<file path="src/rtl/obc_pkg.sv">
package obc_pkg;
  localparam int unsigned REG_W      = 8;
  localparam int unsigned NUM_REGS   = 4;
  localparam int unsigned IDX_W      = $clog2(NUM_REGS);
  localparam int unsigned PRG_AND_W  = 6;
  localparam int unsigned PRG_OR_W   = REG_W + 1;
  localparam int unsigned CHR_AND_W  = REG_W;
  localparam int unsigned CHR_OR_W   = REG_W + 5;
  localparam int unsigned SHIFT_W    = 4;
  localparam int unsigned LOCK_BIT   = 7;
  localparam int unsigned HIGH_BIT   = 6;
  localparam int unsigned SEL_BIT    = 7;
  localparam logic [REG_W-1:0] REG2_RST = 8'h0F;

  typedef logic [REG_W-1:0] reg_t;

  typedef struct packed {
    reg_t r3;
    reg_t r2;
    reg_t r1;
    reg_t r0;
  } outer_regs_t;

  typedef struct packed {
    logic [PRG_AND_W-1:0] prg_and;
    logic [PRG_OR_W-1:0]  prg_or;
    logic [CHR_AND_W-1:0] chr_and;
    logic [CHR_OR_W-1:0]  chr_or;
    logic                 core_sel;
  } outer_masks_t;
endpackage

</file>
<file path="src/rtl/obc_regfile.sv">
module obc_regfile
  import obc_pkg::*;
#(
  parameter int unsigned     ADDR_W   = 16,
  parameter logic [ADDR_W-1:0] WIN_BASE = 16'h5000,
  parameter logic [ADDR_W-1:0] WIN_MASK = 16'hF000
) (
  input  logic              clk_i,
  input  logic              rst_ni,
  input  logic [ADDR_W-1:0] addr_i,
  input  logic [REG_W-1:0]  data_i,
  input  logic              we_i,
  output outer_regs_t       regs_o,
  output logic              lock_o,
  output logic              apply_o
);
  localparam logic [IDX_W-1:0] APPLY_FROM = IDX_W'(NUM_REGS - 2);

  logic [IDX_W-1:0] idx_q;
  logic             hit, accept;
  reg_t             reg_q [NUM_REGS];

  assign hit    = we_i && ((addr_i & WIN_MASK) == WIN_BASE);
  assign lock_o = reg_q[NUM_REGS-1][LOCK_BIT];
  assign accept = hit && !lock_o;

  for (genvar g = 0; g < NUM_REGS; g++) begin : g_reg
    localparam reg_t RST_VAL = (g == 2) ? REG2_RST : '0;
    always_ff @(posedge clk_i or negedge rst_ni) begin
      if (!rst_ni)                             reg_q[g] <= RST_VAL;
      else if (accept && idx_q == IDX_W'(g))   reg_q[g] <= data_i;
    end
  end

  always_ff @(posedge clk_i or negedge rst_ni) begin
    if (!rst_ni) begin
      idx_q   <= '0;
      apply_o <= 1'b0;
    end else begin
      apply_o <= accept && (idx_q == APPLY_FROM);
      if (accept) idx_q <= idx_q + 1'b1;
    end
  end

  assign regs_o = '{r3: reg_q[3], r2: reg_q[2], r1: reg_q[1], r0: reg_q[0]};
endmodule

</file>
<file path="src/rtl/obc_mask_gen.sv">
module obc_mask_gen
  import obc_pkg::*;
(
  input  outer_regs_t  regs_i,
  output outer_masks_t masks_o
);
  logic [SHIFT_W-1:0]   chr_shift;
  logic [PRG_AND_W-1:0] prg_and;
  logic [CHR_AND_W-1:0] chr_and;
  logic [PRG_OR_W-1:0]  prg_raw;
  logic [CHR_OR_W-1:0]  chr_raw;

  always_comb begin
    prg_and   = ~regs_i.r3[PRG_AND_W-1:0];
    chr_shift = ~regs_i.r2[SHIFT_W-1:0];
    chr_and   = {CHR_AND_W{1'b1}} >> chr_shift;
    prg_raw   = {regs_i.r3[HIGH_BIT], regs_i.r1};
    chr_raw   = {regs_i.r3[HIGH_BIT], regs_i.r2[REG_W-1:SHIFT_W], regs_i.r0};
    masks_o.prg_and  = prg_and;
    masks_o.chr_and  = chr_and;
    masks_o.prg_or   = prg_raw & ~{{(PRG_OR_W-PRG_AND_W){1'b0}}, prg_and};
    masks_o.chr_or   = chr_raw & ~{{(CHR_OR_W-CHR_AND_W){1'b0}}, chr_and};
    masks_o.core_sel = regs_i.r2[SEL_BIT];
  end
endmodule

</file>
<file path="src/rtl/obc_bank_merge.sv">
module obc_bank_merge #(
  parameter int unsigned SLOTS = 4,
  parameter int unsigned AND_W = 6,
  parameter int unsigned OUT_W = 9,
  localparam int unsigned IN_BITS  = SLOTS * AND_W,
  localparam int unsigned OUT_BITS = SLOTS * OUT_W
) (
  input  logic [IN_BITS-1:0]  inner_i,
  input  logic [AND_W-1:0]    and_i,
  input  logic [OUT_W-1:0]    or_i,
  output logic [OUT_BITS-1:0] bank_o
);
  for (genvar s = 0; s < SLOTS; s++) begin : g_slot
    logic [AND_W-1:0] kept;
    assign kept = inner_i[s*AND_W +: AND_W] & and_i;
    assign bank_o[s*OUT_W +: OUT_W] = {{(OUT_W-AND_W){1'b0}}, kept} | or_i;
  end
endmodule

</file>
<file path="src/rtl/outer_bank_ctrl.sv">
module outer_bank_ctrl
  import obc_pkg::*;
#(
  parameter int unsigned PRG_SLOTS = 4,
  parameter int unsigned CHR_SLOTS = 8
) (
  input  logic                            clk_i,
  input  logic                            rst_ni,
  input  logic [15:0]                     cpu_addr_i,
  input  logic [7:0]                      cpu_data_i,
  input  logic                            cpu_we_i,
  input  logic [PRG_SLOTS*PRG_AND_W-1:0]  prg_inner_i,
  input  logic [CHR_SLOTS*CHR_AND_W-1:0]  chr_inner_i,
  output logic [PRG_AND_W-1:0]            prg_and_o,
  output logic [PRG_OR_W-1:0]             prg_or_o,
  output logic [CHR_AND_W-1:0]            chr_and_o,
  output logic [CHR_OR_W-1:0]             chr_or_o,
  output logic [PRG_SLOTS*PRG_OR_W-1:0]   prg_bank_o,
  output logic [CHR_SLOTS*CHR_OR_W-1:0]   chr_bank_o,
  output logic                            core_sel_o,
  output logic                            core_apply_o
);
  outer_regs_t  regs;
  outer_masks_t masks;
  logic         lock_w;

  obc_regfile #(
    .ADDR_W  (16),
    .WIN_BASE(16'h5000),
    .WIN_MASK(16'hF000)
  ) u_regs (
    .clk_i  (clk_i),
    .rst_ni (rst_ni),
    .addr_i (cpu_addr_i),
    .data_i (cpu_data_i),
    .we_i   (cpu_we_i),
    .regs_o (regs),
    .lock_o (lock_w),
    .apply_o(core_apply_o)
  );

  obc_mask_gen u_masks (
    .regs_i (regs),
    .masks_o(masks)
  );

  assign prg_and_o  = masks.prg_and;
  assign prg_or_o   = masks.prg_or;
  assign chr_and_o  = masks.chr_and;
  assign chr_or_o   = masks.chr_or;
  assign core_sel_o = masks.core_sel;

  obc_bank_merge #(.SLOTS(PRG_SLOTS), .AND_W(PRG_AND_W), .OUT_W(PRG_OR_W)) u_prg_merge (
    .inner_i(prg_inner_i),
    .and_i  (masks.prg_and),
    .or_i   (masks.prg_or),
    .bank_o (prg_bank_o)
  );

  obc_bank_merge #(.SLOTS(CHR_SLOTS), .AND_W(CHR_AND_W), .OUT_W(CHR_OR_W)) u_chr_merge (
    .inner_i(chr_inner_i),
    .and_i  (masks.chr_and),
    .or_i   (masks.chr_or),
    .bank_o (chr_bank_o)
  );
endmodule

</file>
<file path="config.mk">
export PLATFORM = sky130hd
export DESIGN_NAME = outer_bank_ctrl
export DESIGN_NICKNAME = d
export VERILOG_FILES = /design/src/rtl/obc_pkg.sv /design/src/rtl/obc_regfile.sv /design/src/rtl/obc_mask_gen.sv /design/src/rtl/obc_bank_merge.sv /design/src/rtl/outer_bank_ctrl.sv
export SDC_FILE = /design/constraint.sdc
export NUM_CORES = 1
export LEC_CHECK = 0
export ABC_AREA = 1
export BUFFER_PORTS_ARGS = -buffer_cell sky130_fd_sc_hd__buf_4
export CAP_MARGIN = 20
export CORE_AREA = 2 2 114 116
export CTS_BUF_LIST = sky130_fd_sc_hd__clkbuf_16
export DETAILED_ROUTE_END_ITERATION = 10
export DIE_AREA = 0 0 116 118
export HOLD_SLACK_MARGIN = 0.02
export PLACE_DENSITY = 0.59
export SLEW_MARGIN = 10
export SYNTH_ARGS = -nofsm -noshare
export SYNTH_HDL_FRONTEND = slang
export SYNTH_SLANG_ARGS = --single-unit
</file>
<file path="constraint.sdc">
create_clock -name clk_i -period 1.8 [get_ports clk_i]
set_input_delay 0.36 -clock clk_i [delete_from_list [all_inputs] [get_ports clk_i]]
set_output_delay 0.36 -clock clk_i [all_outputs]
set_load 0.03 [all_outputs]
</file>
# Word level (Yosys, flattened, before mapping)
# Cells that the tools add are included.
[word_totals]
ff_bits = 35
input_bits = 115
wordCells = 50
[classes]
n_addsub = 1
eq_ne = 4
shift = 1
n_bitwise = 30
reduce_logical = 8
[ops]
columns = ["op", "n"]
rows = [
  ["OR 8 x 13 -> 13 bit", 8],
  ["bitwise AND 8 bit", 8],
  ["OR 6 x 9 -> 9 bit", 4],
  ["bitwise AND 6 bit", 4],
  ["bitwise AND 13 bit", 1],
  ["inverter 8 -> 13 bit", 1],
  ["bitwise AND 9 bit", 1],
  ["inverter 6 -> 9 bit", 1],
  ["right shift 8 x 4 -> 8 bit, first input constant", 1],
  ["logical AND 1 bit", 6],
  ["inverter 6 bit", 1],
  ["equality test 2 bit, second input constant", 2],
  ["equality test 4 x 3 -> 1 bit, second input constant", 1],
  ["inverter 4 bit", 1],
  ["adder 2 x 1 -> 2 bit, second input constant", 1],
  ["equality test 2 x 1 -> 1 bit, second input constant", 1],
  ["zero test 2 bit", 1],
  ["zero test 1 bit", 1],
]

# Longest topological paths before layout
# Gate-level depths: netlist of run 1.
[depth]
depth_word = 5
depth_mapped = 7
depth_no_buf = 6

# Cells and area by module
# From an unflattened synthesis of run 1, not the netlist that was laid out.
[unflattened]
hier_cells = 477
hier_area_um2 = 3128.0
[by_module_without_submodules]
columns = ["mod", "n_inst", "cells_per_inst", "area_each_um2", "seq_area_each_um2"]
rows = [
  ["obc_regfile", 1, 167, 1640.3, 880.8],
  ["obc_bank_merge at u_chr_merge", 1, 184, 900.9, 0.0],
  ["obc_mask_gen", 1, 60, 294.0, 0.0],
  ["obc_bank_merge at u_prg_merge", 1, 66, 292.8, 0.0],
]

# Worst setup path after synthesis of run 1
# Ideal clock, no wire load.
[synth_timing]
kind = "reg2out"
from = "reg u_regs.reg_q (netlist bit u_regs.regs_o[19])"
to = "out chr_bank_o[18]"
t_arrival_ps = 1606
t_required_ps = 1440
slack_ps = -166
path_stages_with_launch = 6
path_buffers = 0
cell_sequence = "dfstp_2 > nand2_2 > a21oi_4 > nor2_1 > inv_2 > nand2_1"
[synth_via]
elab_chain_len = 5
elab_cells_between_ends = 6
cone_classes = "shift: 1; bitwise: 5"
[synth_rtl]
columns = ["element", "line_no", "text"]
rows = [
  ["start: declaration", "obc_regfile.sv:21", "reg_t reg_q [NUM_REGS];"],
  ["start signal: indexed assignment", "obc_regfile.sv:31", "else if (accept && idx_q == IDX_W'(g)) reg_q[g] <= data_i;"],
  ["inverter 4 bit", "obc_mask_gen.sv:15", "chr_shift = ~regs_i.r2[SHIFT_W-1:0];"],
  ["right shift 8 x 4 -> 8 bit", "obc_mask_gen.sv:16", "chr_and = {CHR_AND_W{1'b1}} >> chr_shift;"],
  ["named net chr_and_o[5]", "outer_bank_ctrl.sv:16", "output logic [CHR_AND_W-1:0] chr_and_o,"],
  ["inverter 8 -> 13 bit", "obc_mask_gen.sv:22", "masks_o.chr_or = chr_raw & ~{{(CHR_OR_W-CHR_AND_W){1'b0}}, chr_and};"],
  ["bitwise AND 13 bit", "obc_mask_gen.sv:22", ""],
  ["named net chr_or_o[5]", "outer_bank_ctrl.sv:17", "output logic [CHR_OR_W-1:0] chr_or_o,"],
  ["OR 8 x 13 -> 13 bit", "obc_bank_merge.sv:16", "assign bank_o[s*OUT_W +: OUT_W] = {{(OUT_W-AND_W){1'b0}}, kept} | or_i;"],
  ["end: declaration", "outer_bank_ctrl.sv:19", "output logic [CHR_SLOTS*CHR_OR_W-1:0] chr_bank_o,"],
]
# The timed path passes the listed nets, and every way through them passes these cells.

# Final worst setup path of run 1
[layout_timing]
from = "reg u_regs.reg_q (netlist bit u_regs.regs_o[19])"
to = "out chr_bank_o[32]"
[layout_via]
elab_chain_len = 5
elab_cells_between_ends = 6
cone_classes = "shift: 1; bitwise: 5"
[layout_rtl]
columns = ["element", "line_no"]
rows = [
  ["inverter 4 bit *", "obc_mask_gen.sv:15"],
  ["right shift 8 x 4 -> 8 bit *", "obc_mask_gen.sv:16"],
  ["inverter 8 -> 13 bit", "obc_mask_gen.sv:22"],
  ["bitwise AND 13 bit", "obc_mask_gen.sv:22"],
  ["OR 8 x 13 -> 13 bit *", "obc_bank_merge.sv:16"],
]
# Mark *: on every way between the ends. The rest lies on a longest branch, timed or not.

==> results of run 1 <==
==> worst paths after layout <==
kind	start	to	slack, ns	cells after the start
max	u_regs.regs_o[19]	chr_bank_o[32]	-0.20	7
min	rst_ni	u_regs.regs_o[11]	0.03	1
min reg2reg	u_regs.regs_o[12]	u_regs.regs_o[12]	0.47	2
min in group clk_i	cpu_data_i[0]	u_regs.regs_o[16]	0.36	3
max reg2reg	u_regs.idx_q[0]	u_regs.regs_o[1]	0.29	5
max in group asynchronous	rst_ni	u_regs.regs_o[16]	1.41	1
==> power breakdown <==
part | switching [µW] | internal (µW)
Clock | 299 | 499
Sequential | 0 | 788
Combinational | 152 | 187
Total | 451 | 1470
==> registers in the layout (all words and copies together) (netlist names) <==
signal,flops
u_regs.idx_q,2
u_regs.lock_o,1
u_regs.apply_o,1
u_regs.regs_o,31
==> cells by family (layout without fill, tap and decap cells) <==
| family | count (synthesis) | after routing | share of synthesized area |
|---|---|---|---|
| AO/OA/AOI/OAI | 3 | 3 | 0.01311 |
| flip-flops | 35 | 35 | 0.3076 |
| AND/OR/NAND/NOR | 305 | 307 | 0.4342 |
| adder cells (fa/ha/maj) | 4 | 4 | 0.01748 |
| buffers and inverters | 109 | 351 | 0.2276 |
==> metrics by stage <==
step / worst slack (ns) / power (µW) / area [µm²] / utilization / instances
2_1_floorplan: -0.01151 / 890.8 / 2924 / - / 456
3_3_place_gp: -0.004913 / 1133 / 4900 / 0.3947 / 850
3_5_place_dp: -0.04066 / 1140 / 4900 / 0.3947 / 850
4_1_cts: -0.2352 / 1955 / 5303 / 0.4271 / 869
5_1_grt: -0.2888 / 2009 / 5508 / 0.4437 / 872
6_report: -0.1976 / 1925 / 5508 / 0.4437 / 872
==> timing repair <==
action	in CTS	in global routing
endpoints found under the setup margin	76	77
cloned	4	2
endpoints found under the hold margin	0	0
resized for setup	51	68
buffers inserted	7	4
pin swaps	2	13
==> cell type report <==
type / count / area share
clock inverters: 3 / 0.002272
repair buffers: 307 / 0.4668
well taps: 172 / 0.03907
repair inverters: 2 / 0.002726
inverters: 34 / 0.02794
clock buffers: 5 / 0.02272
multi-input cells: 314 / 0.2785
flip-flops and latches: 35 / 0.1599
==> cells in the final DEF, fill, tap and decap left out, drive strengths merged <==
cell type  count
inv           34
dfstp          4
nand2        263
ha             4
a21oi          1
nand4         32
buf          307
nor2           5
clkbuf         5
nand3          7
dfrtp         31
clkinvlp       3
o21ai          2
clkinv         2
==> metal layers <==
layer  vias to the layer above  track usage  share of wire
met2                       162       0.2884           0.55
li1                       1828            -              -
met5                         -            0              0
met3                         4      0.02317          0.075
met1                      1642       0.1517           0.37
met4                         0      0.01563         0.0054
==> worst max-delay path, cell delays in order, from the launching register on <==
cell and delay (ns):
dfstp_2 0.60, nand2_4 0.10, nor2_4 0.16, buf_6 0.14, buf_8 0.12, nand2_2 0.06
nand2_2 0.07, buf_6 0.12
==> metrics.md, run 1 <==
| Metric | Value |
|---|---|
| Crit path DAT | `approximately 1.6 ns` |
| Yosys warns | `0` |
| Largest net degree at the start of global routing | `36` |
| Fmax | `~500 MHz` |
| Rows | `about 40` |
| Synth top cells by count | `nand2_1, buf_4, nand4_1, dfrtp_1, inv_1` |
| CTS Buf Count | `5` |
| Setup crit start kind | `flip-flop` |
| RSZ-0062 raised after global routing | `true` |
| Max_slew headroom | `0.6941` |
| Cell Pwr Density | `349.5 nW/µm²` |
| Peak supply drop | `~380 µV` |
| Total GRT Usage | `0.1414` |
| Die area | `~14000 µm²` |
| Final period util | `1.110` |
| Critical path class | `reg2out` |
| Register area | `about 900 µm²` |
| Drt first-iter violations | `approximately 140` |
| Max-slew violations | `0` |
| Core area | `12410 µm²` |
| Layout fillers | `~1200` |
| Vias in the first global route | `between 3000 and 4000` |
| Maxcap violations | `0` |
| Hold crit path type | `in2async` |
| Die Wd | `116 µm` |
| Antenna diodes | `0` |
| Mapped Cells | `456` |
| Clock net sink count | `35` |
| Dominant synthesized flop cell | `dfrtp_1` |
| Failing checks | `negative setup slack` |
| DRC Markers | `0` |
| Number of hold buffers added after cts | `0` |
| Htree depth | `2` |
| Vias | `3636` |
| DP HPWL | `8498 µm` |
| Starting density of the core | `0.2307` |
| GPL Wtd Cong | `0.7049` |
| Top-area cell type share of the netlist area | `0.3394` |
| CTS max path bufs | `2` |
| Post-synth EDFFs | `0` |
| Multi-input logic area | `1534 µm²` |
| Layout cells sized above 1 | `0.5500` |
| Worst-path clk slew | `0.05 ns` |
| Via density per instance | `4.170` |
| Req. time, crit path | `1.44 ns` |
| Slew @ Worst Pin | `0.4588 ns` |
| Synth top area cells | `nand2_1, dfrtp_1, buf_4, nand4_1, inv_1` |
| Mapped Area | `2864 µm²` |
| Worst skew pair latency | `approximately 0.27 ns` |
| First-pass GRT wire length | `15900 µm` |
| Setup Skew | `0.004948 ns` |
| Area Overhead vs Synth | `92.31%` |
| Area leader, netlist | `nand2_1` |
| Routed Antenna Nets | `0` |
| Most numerous cell in the Yosys netlist | `nand2_1` |
| Setup ws final | `-0.1976 ns` |
| Library cells used by synthesis | `18` |
| Synth async-reset ratio | `1.000` |
| Global route overflow | `0` |
| Critical path peak fanout | `7` |
| # IOs | `293` |
| TritonCTS clock tree | `built` |
| Initial antenna violation count | `0` |
| Final setup viols | `74` |
| Syn Area/Cell | `6.281 µm²` |
| Final #Nets | `818` |
| Hold Slack | `0.03447 ns` |
| Final hold vios | `0` |
| Outcome | `complete, but fails checks` |
| Detailed-route wire length | `10840 µm` |
| #FFs+latches synth | `35` |
| Syn Nets | `575` |
| Avg WL per Cell | `12.43 µm` |
| Root Driver | `clkbuf_16` |
| CP Capture Type | `output port` |
| Die Height | `~120 µm` |
| Router iterations before antenna repair | `4` |
| P_leak | `approximately 0.0034 µW` |
| Fin crit period | `1.998 ns` |
| Setup_tns | `-8.900 ns` |
| Post-synthesis sequential area ratio | `0.3076` |
| Number of buffers added on ports | `280` |
No activity file was read; power rests on OpenSTA's default activity.
==> run 2, diff against run 1 <==
==> constraint.sdc (replaced) <==
create_clock -name clk_i -period 1.8 [get_ports clk_i]
set_input_delay 0 -clock clk_i [delete_from_list [all_inputs] [get_ports clk_i]]
set_output_delay 0 -clock clk_i [all_outputs]
set_load 0.03 [all_outputs]
==> run 2 against run 1 <==
  * The flow now finishes without violations
  * Routed wire length shrank 3.9%
  * Utilization shrank 4.1 points
  * Sequential share of layout area grew 1.6 points
  * Die area is the same
  * Clock-buffer cell count is the same
  * Design area shrank 9.3%
  * First-iteration DRC count shrank 14%
  * Clock power shrank 2%
  * Sequential cell count is the same
  * Total power shrank 0.38%
  * Hold slack lost 0.0095 ns
==> metrics.md, run 2 (synthesis results as in run 1) <==
| Metric | Value |
|---|---|
| Outcome | `completed` |
| Largest net degree at the start of global routing | `36 (unchanged)` |
| Area Overhead vs Synth | `74.36%` |
| Crit-path cells | `inv_1 -> nor2_2 -> buf_4 -> inv_1 -> nand2_4 -> nand2_1 -> buf_4` |
| TritonCTS clock tree | `built` |
| Setup crit start kind | `flip-flop` |
| Final hold vios | `0 (unchanged)` |
| Number of buffers added on ports | `280 (unchanged)` |
| RSZ-0062 raised after global routing | `false` |
| CTS max path bufs | `2 (unchanged)` |
| Root Driver | `clkbuf_16` |
| Die Height | `118 µm (unchanged)` |
| Setup_tns | `0 ns (+8.900 ns)` |
| Htree depth | `2 (unchanged)` |
| Max_slew headroom | `0.6981 (+0.004009)` |
| Vias in the first global route | `3200 (-3.6%)` |
| Core area | `12410 µm² (unchanged)` |
| Setup Skew | `0.002695 ns (-0.002254 ns)` |
| Fin cells | `863 (-1.0%)` |
| Worst-path clk slew | `0.05 ns (about the same)` |
| First-pass GRT wire length | `15440 µm (-2.9%)` |
| P_leak | `0.003320 µW (-3.6%)` |
| Hold crit path type | `in2reg` |
| Detailed-route wire length | `10420 µm (-3.9%)` |
| Clock net sink count | `35 (unchanged)` |
| Critical path class | `reg2out` |
| Final period util | `0.9391 (-0.1707)` |
| Final #Nets | `809 (-1.1%)` |
| Final core utilization | `0.4022 (-0.04142)` |
| Req. time, crit path | `1.80 ns (+0.36 ns)` |
| DRC Markers | `0 (unchanged)` |
| Layout cells sized above 1 | `0.4588 (-0.09124)` |
| Vias | `3595 (-1.1%)` |
| Global route overflow | `0 (unchanged)` |
| Max reg flops | `31 (unchanged)` |
| Slowest CP cell | `dfstp_2` |
| DP Cell Count | `845 (-0.59%)` |
| Most frequent cells in the layout | `buf_4, nand2_1, nand4_1` |
| Antenna diodes | `0 (unchanged)` |
| GPL Wtd Cong | `0.7517 (+6.6%)` |
| Slew @ Worst Pin | `0.4528 ns (-0.006013 ns)` |
| Cell Pwr Density | `384.0 nW/µm² (+9.9%)` |
| Initial antenna violation count | `0 (unchanged)` |
| Die Wd | `116 µm (unchanged)` |
| DP HPWL | `8573 µm (+0.89%)` |
| Via density per instance | `4.166 (about the same)` |
| Peak supply drop | `325.7 µV (-15%)` |
| Fmax | `591.6 MHz (+18%)` |
| Critical path peak fanout | `10 (+3)` |
| Commonest non-fill, non-tap cell in the layout | `buf_4` |
| Crit path DAT | `1.69 ns (+0.05 ns)` |
| Fin crit period | `1.690 ns (-0.3073 ns)` |
| CP Capture Type | `output port` |
| Layout fillers | `1318 (+5.5%)` |
| Worst skew pair latency | `0.27 ns (about the same)` |
| Avg WL per Cell | `12.07 µm (-2.9%)` |
| Die area | `13690 µm² (unchanged)` |
| Max-slew violations | `0 (unchanged)` |
| Final setup viols | `0 (-100%)` |
| Rows | `41 (unchanged)` |
| Total Power | `1918 µW (-0.38%)` |
| Slowest cell delay on critical path | `0.54 ns (-0.06 ns)` |
| Router iterations before antenna repair | `6 (+2)` |
| Routed Antenna Nets | `0 (unchanged)` |
| Hold Slack | `0.02493 ns (-0.009544 ns)` |
| Starting density of the core | `0.2307 (unchanged)` |
| Total GRT Usage | `0.1391 (-0.002257)` |
| CTS Buf Count | `5 (unchanged)` |
| Drt first-iter violations | `119 (-14%)` |
| Maxcap violations | `0 (unchanged)` |
| # IOs | `293 (unchanged)` |
run 2: path summary, 6_finish.rpt:
check,startpoint,end,slack (ns),depth (start not counted)
worst max register to register,u_regs.lock_o,u_regs.regs_o[22],0.42,5
max in group asynchronous,rst_ni,u_regs.regs_o[16],1.24,2
worst min-delay path,cpu_data_i[2],u_regs.regs_o[2],0.02,3
min in group asynchronous,rst_ni,u_regs.regs_o[11],0.21,2
worst max-delay path,u_regs.regs_o[17],chr_bank_o[45],0.11,7
worst min register to register,u_regs.regs_o[12],u_regs.regs_o[12],0.47,2
run 2: where the power goes:
group / leakage, µW / internal (µW) / switching (µW)
clock network: 0.0000701 / 497 / 290
logic: 0.00278 / 195 / 148
registers: 0.000469 / 788 / 0
total: 0.00332 / 1480 / 438
run 2: worst max-delay path, delay by kind of cell (launching register included):
family        cells  cell delay (ns)
buf+inv           4             0.54
flops             1             0.54
simple gates      3             0.33
run 2: what timing repair did:
action | CTS | global route
gates resized for setup | 3 | 1
hold buffers | 6 | 0
hold endpoints to repair | 40 | 0
buffers inserted | 0 | 4
endpoints found under the setup margin | 18 | 19
pin swaps | 0 | 1
run 2: layout make-up:
class | instances | area, µm² | area share
Clock inverter | 3 | 11.26 | 0.002255
Clock buffer | 5 | 125.1 | 0.02506
Multi-Input combinational cell | 312 | 1351 | 0.2706
Sequential cell | 35 | 880.8 | 0.1764
Tap cell | 172 | 215.2 | 0.04310
Timing Repair Buffer | 302 | 2282 | 0.4570
Inverter | 34 | 127.6 | 0.02556
run 2: metrics by stage:
step	setup WS, ns	cell area, µm²
after floorplan	0.1936	2864
after global placement	0.2814	4752
after detailed placement	0.2536	4752
after CTS	0.03882	4961
after global routing	0.004953	4994
final	0.1097	4994
run 2: layer usage:
layer,vias to the layer above,share of wire,routed length [µm],GRT usage
met1,1599,0.38,3909,0.1491
met4,0,0.015,155,0.03125
met5,-,0,0,0
met2,166,0.53,5511,0.2719
li1,1814,-,-,-
met3,16,0.081,839,0.02884
==> run 3, diff against run 2 <==
--- a/config.mk
+++ b/config.mk
@@ -9,7 +9,7 @@
 export BUFFER_PORTS_ARGS = -buffer_cell sky130_fd_sc_hd__buf_4
 export CAP_MARGIN = 20
 export CORE_AREA = 2 2 114 116
-export CTS_BUF_LIST = sky130_fd_sc_hd__clkbuf_16
+export CTS_BUF_LIST = sky130_fd_sc_hd__clkbuf_4 sky130_fd_sc_hd__clkbuf_8
 export DETAILED_ROUTE_END_ITERATION = 10
 export DIE_AREA = 0 0 116 118
 export HOLD_SLACK_MARGIN = 0.02
==> run 3 against run 2 <==
  * Sequential cell count unchanged
  * Setup slack improved by 0.011 ns
  * Critical path depth is the same
  * Utilization rose by 0.071 points
  * Clock power fell by 20%
  * Design area rose by 0.18%
  * Cell count increased by 0.23%
  * Hold slack better by 0.098 ns
  * Routed wire length rose by 0.18%
  * Critical endpoint unchanged
  * First-iteration DRC count up 17%
  * Register-to-register slack is essentially flat
==> metrics.md, run 3 (synthesis results as in run 1) <==
| Metric | Value |
|---|---|
| Outcome | `completed` |
| Starting density of the core | `0.2307 (unchanged)` |
| R2r worst-path depth | `5 (unchanged)` |
| Max_slew headroom | `0.7013 (+0.003229)` |
| Final setup viols | `0 (unchanged)` |
| Via density per instance | `4.139 (-0.65%)` |
| Rows | `41 (unchanged)` |
| CTS Buf Count | `5 (unchanged)` |
| CTS max path bufs | `2 (unchanged)` |
| Worst R2R End | `u_regs.regs_o[22]` |
| Slew @ Worst Pin | `0.4480 ns (-0.004844 ns)` |
| Vias in the first global route | `3218 (+0.56%)` |
| Final hold vios | `0 (unchanged)` |
| Setup ws final | `0.1206 ns (+0.01092 ns)` |
| Die Height | `118 µm (unchanged)` |
| Detailed-route wire length | `10440 µm (+0.18%)` |
| Vias | `3580 (-0.42%)` |
| Worst skew pair latency | `0.28 ns (about the same)` |
| Routed Antenna Nets | `0 (unchanged)` |
| Clock net sink count | `35 (unchanged)` |
| Layout fillers | `1316 (-0.15%)` |
| Max-slew violations | `0 (unchanged)` |
| Area Overhead vs Synth | `74.66%` |
| Worst-path clk slew | `0.07 ns (+0.02 ns)` |
| Flop2flop setup slack | `0.43 ns (about the same)` |
| Final core utilization | `0.4029 (+0.0007060)` |
| Crit path DAT | `1.68 ns (about the same)` |
| Maxcap violations | `0 (unchanged)` |
| CP Capture Type | `output port` |
| Most used cell, CP | `inv_1` |
| Setup WS pre-CTS | `0.2536 ns (unchanged)` |
| Hold crit path type | `in2reg` |
| TritonCTS clock tree | `built` |
| Setup crit start kind | `flip-flop` |
| Fmax | `595.5 MHz (+0.65%)` |
| CP Capture Point | `chr_bank_o[45]` |
| Critical path class | `reg2out` |
| P_leak | `0.003310 µW (-0.31%)` |
| Slowest CP cell | `dfstp_2` |
| # IOs | `293 (unchanged)` |
| Avg WL per Cell | `12.06 µm (about the same)` |
| Slowest cell delay on critical path | `0.55 ns (about the same)` |
| Crit-path cells | `inv_1 -> nor2_4 -> buf_6 -> inv_1 -> nand2_4 -> nand2_1 -> buf_4` |
| Global route overflow | `0 (unchanged)` |
| Total Power | `1767 µW (-7.9%)` |
| Number of buffers added on ports | `280 (unchanged)` |
| Router iterations before antenna repair | `4 (-2)` |
| GPL Wtd Cong | `0.7517 (unchanged)` |
| DP HPWL | `8573 µm (unchanged)` |
| Setup Skew | `0.004969 ns (+0.002274 ns)` |
| Layout cells sized above 1 | `0.4632 (+0.004448)` |
| Most frequent cells in the layout | `buf_4, nand2_1, nand4_1` |
| Final period util | `0.9330 (-0.006067)` |
| Htree depth | `2 (unchanged)` |
| Fin crit period | `1.679 ns (-0.01092 ns)` |
| Reg2reg start | `u_regs.lock_o` |
| Total GRT Usage | `0.1389 (-0.0002121)` |
| Initial antenna violation count | `0 (unchanged)` |
| Max reg flops | `31 (unchanged)` |
| CP startpoint | `u_regs.regs_o[17]` |
| Largest net degree at the start of global routing | `36 (unchanged)` |
| Die area | `13690 µm² (unchanged)` |
| Critical path peak fanout | `10 (unchanged)` |
| First-pass GRT wire length | `15470 µm (+0.22%)` |
| Req. time, crit path | `1.80 ns (about the same)` |
| Drt first-iter violations | `139 (+17%)` |
| Cell Pwr Density | `353.2 nW/µm² (-8.0%)` |
| Peak supply drop | `275.1 µV (-16%)` |
| Final #Nets | `811 (+0.25%)` |
| Die Wd | `116 µm (unchanged)` |
| DRC Markers | `0 (unchanged)` |
| Root Driver | `clkbuf_8` |
| Setup_tns | `0 ns (unchanged)` |
| Core area | `12410 µm² (unchanged)` |
| Antenna diodes | `0 (unchanged)` |
| Commonest non-fill, non-tap cell in the layout | `buf_4` |
-- run 3: cell types whose count changed in the layout (fill, tap and decap cells not counted), moves of 2 or more --
cell and delta:
buf_4 -3, clkbuf_16 -5, clkbuf_8 +7, clkinv_1 -2, dlygate4sd3_1 +3
-- run 3: timing repair --
action | 4_1_cts | 5_1_grt
gates resized for setup | 3 | 6
endpoints found under the hold margin | 59 | 0
gates cloned | 0 | 1
buffers inserted | 1 | 1
hold buffers | 9 | 0
endpoints found under the setup margin | 19 | 24
pin swaps | 0 | 1
-- run 3: power breakdown --
group,switching (µW),internal [µW]
Sequential,0,787
Combinational,150,199
Clock,267,364
-- run 3: cell type report --
cell class	instances	area, µm²	area share
Inverter	34	127.6	0.02551
Sequential cell	35	880.8	0.1761
Clock buffer	8	103.9	0.02076
Timing Repair inverter	1	5.005	0.001000
Timing Repair Buffer	303	2301	0.4600
Multi-Input combinational cell	312	1369	0.2736
Tap cell	172	215.2	0.04302
-- run 3: worst min-delay path by stage --
stage,depth (start not counted),slack (ns),to,from
floorplan,0,-0.30,u_regs.apply_o,rst_ni
global placement,1,-0.02,u_regs.regs_o[26],rst_ni
detailed placement,1,-0.01,u_regs.regs_o[10],rst_ni
CTS,6,0.12,u_regs.idx_q[1],cpu_addr_i[13]
global route,6,0.17,u_regs.idx_q[1],cpu_addr_i[13]
finish,6,0.12,u_regs.idx_q[1],cpu_addr_i[13]
-- run 3: metal layers --
metal  part of all wire  GRT usage  wire length (µm)  up-vias
met4              0.016    0.03571               165        0
met1               0.38     0.1503              3970     1595
met3              0.078    0.02420               812       14
li1                   -          -                 -     1814
met2               0.53     0.2708              5488      157
met5                  0          0                 0        -
-- run 3: per-stage QoR --
step	hold WS (ns)	std cells	area (µm²)
final	0.1226	865	5002
after global routing	0.1669	865	5002
after CTS	0.1174	863	4964
after detailed placement	-0.01375	845	4752
after global placement	-0.02124	845	4752
after floorplan	-0.2956	456	2864
-- run 3: worst max-delay path, delay by kind of cell, from the launching register on --
kind	cells	cell delay, ns
AND/OR/NAND/NOR	3	0.34
buffers and inverters	4	0.52
flip-flops	1	0.55
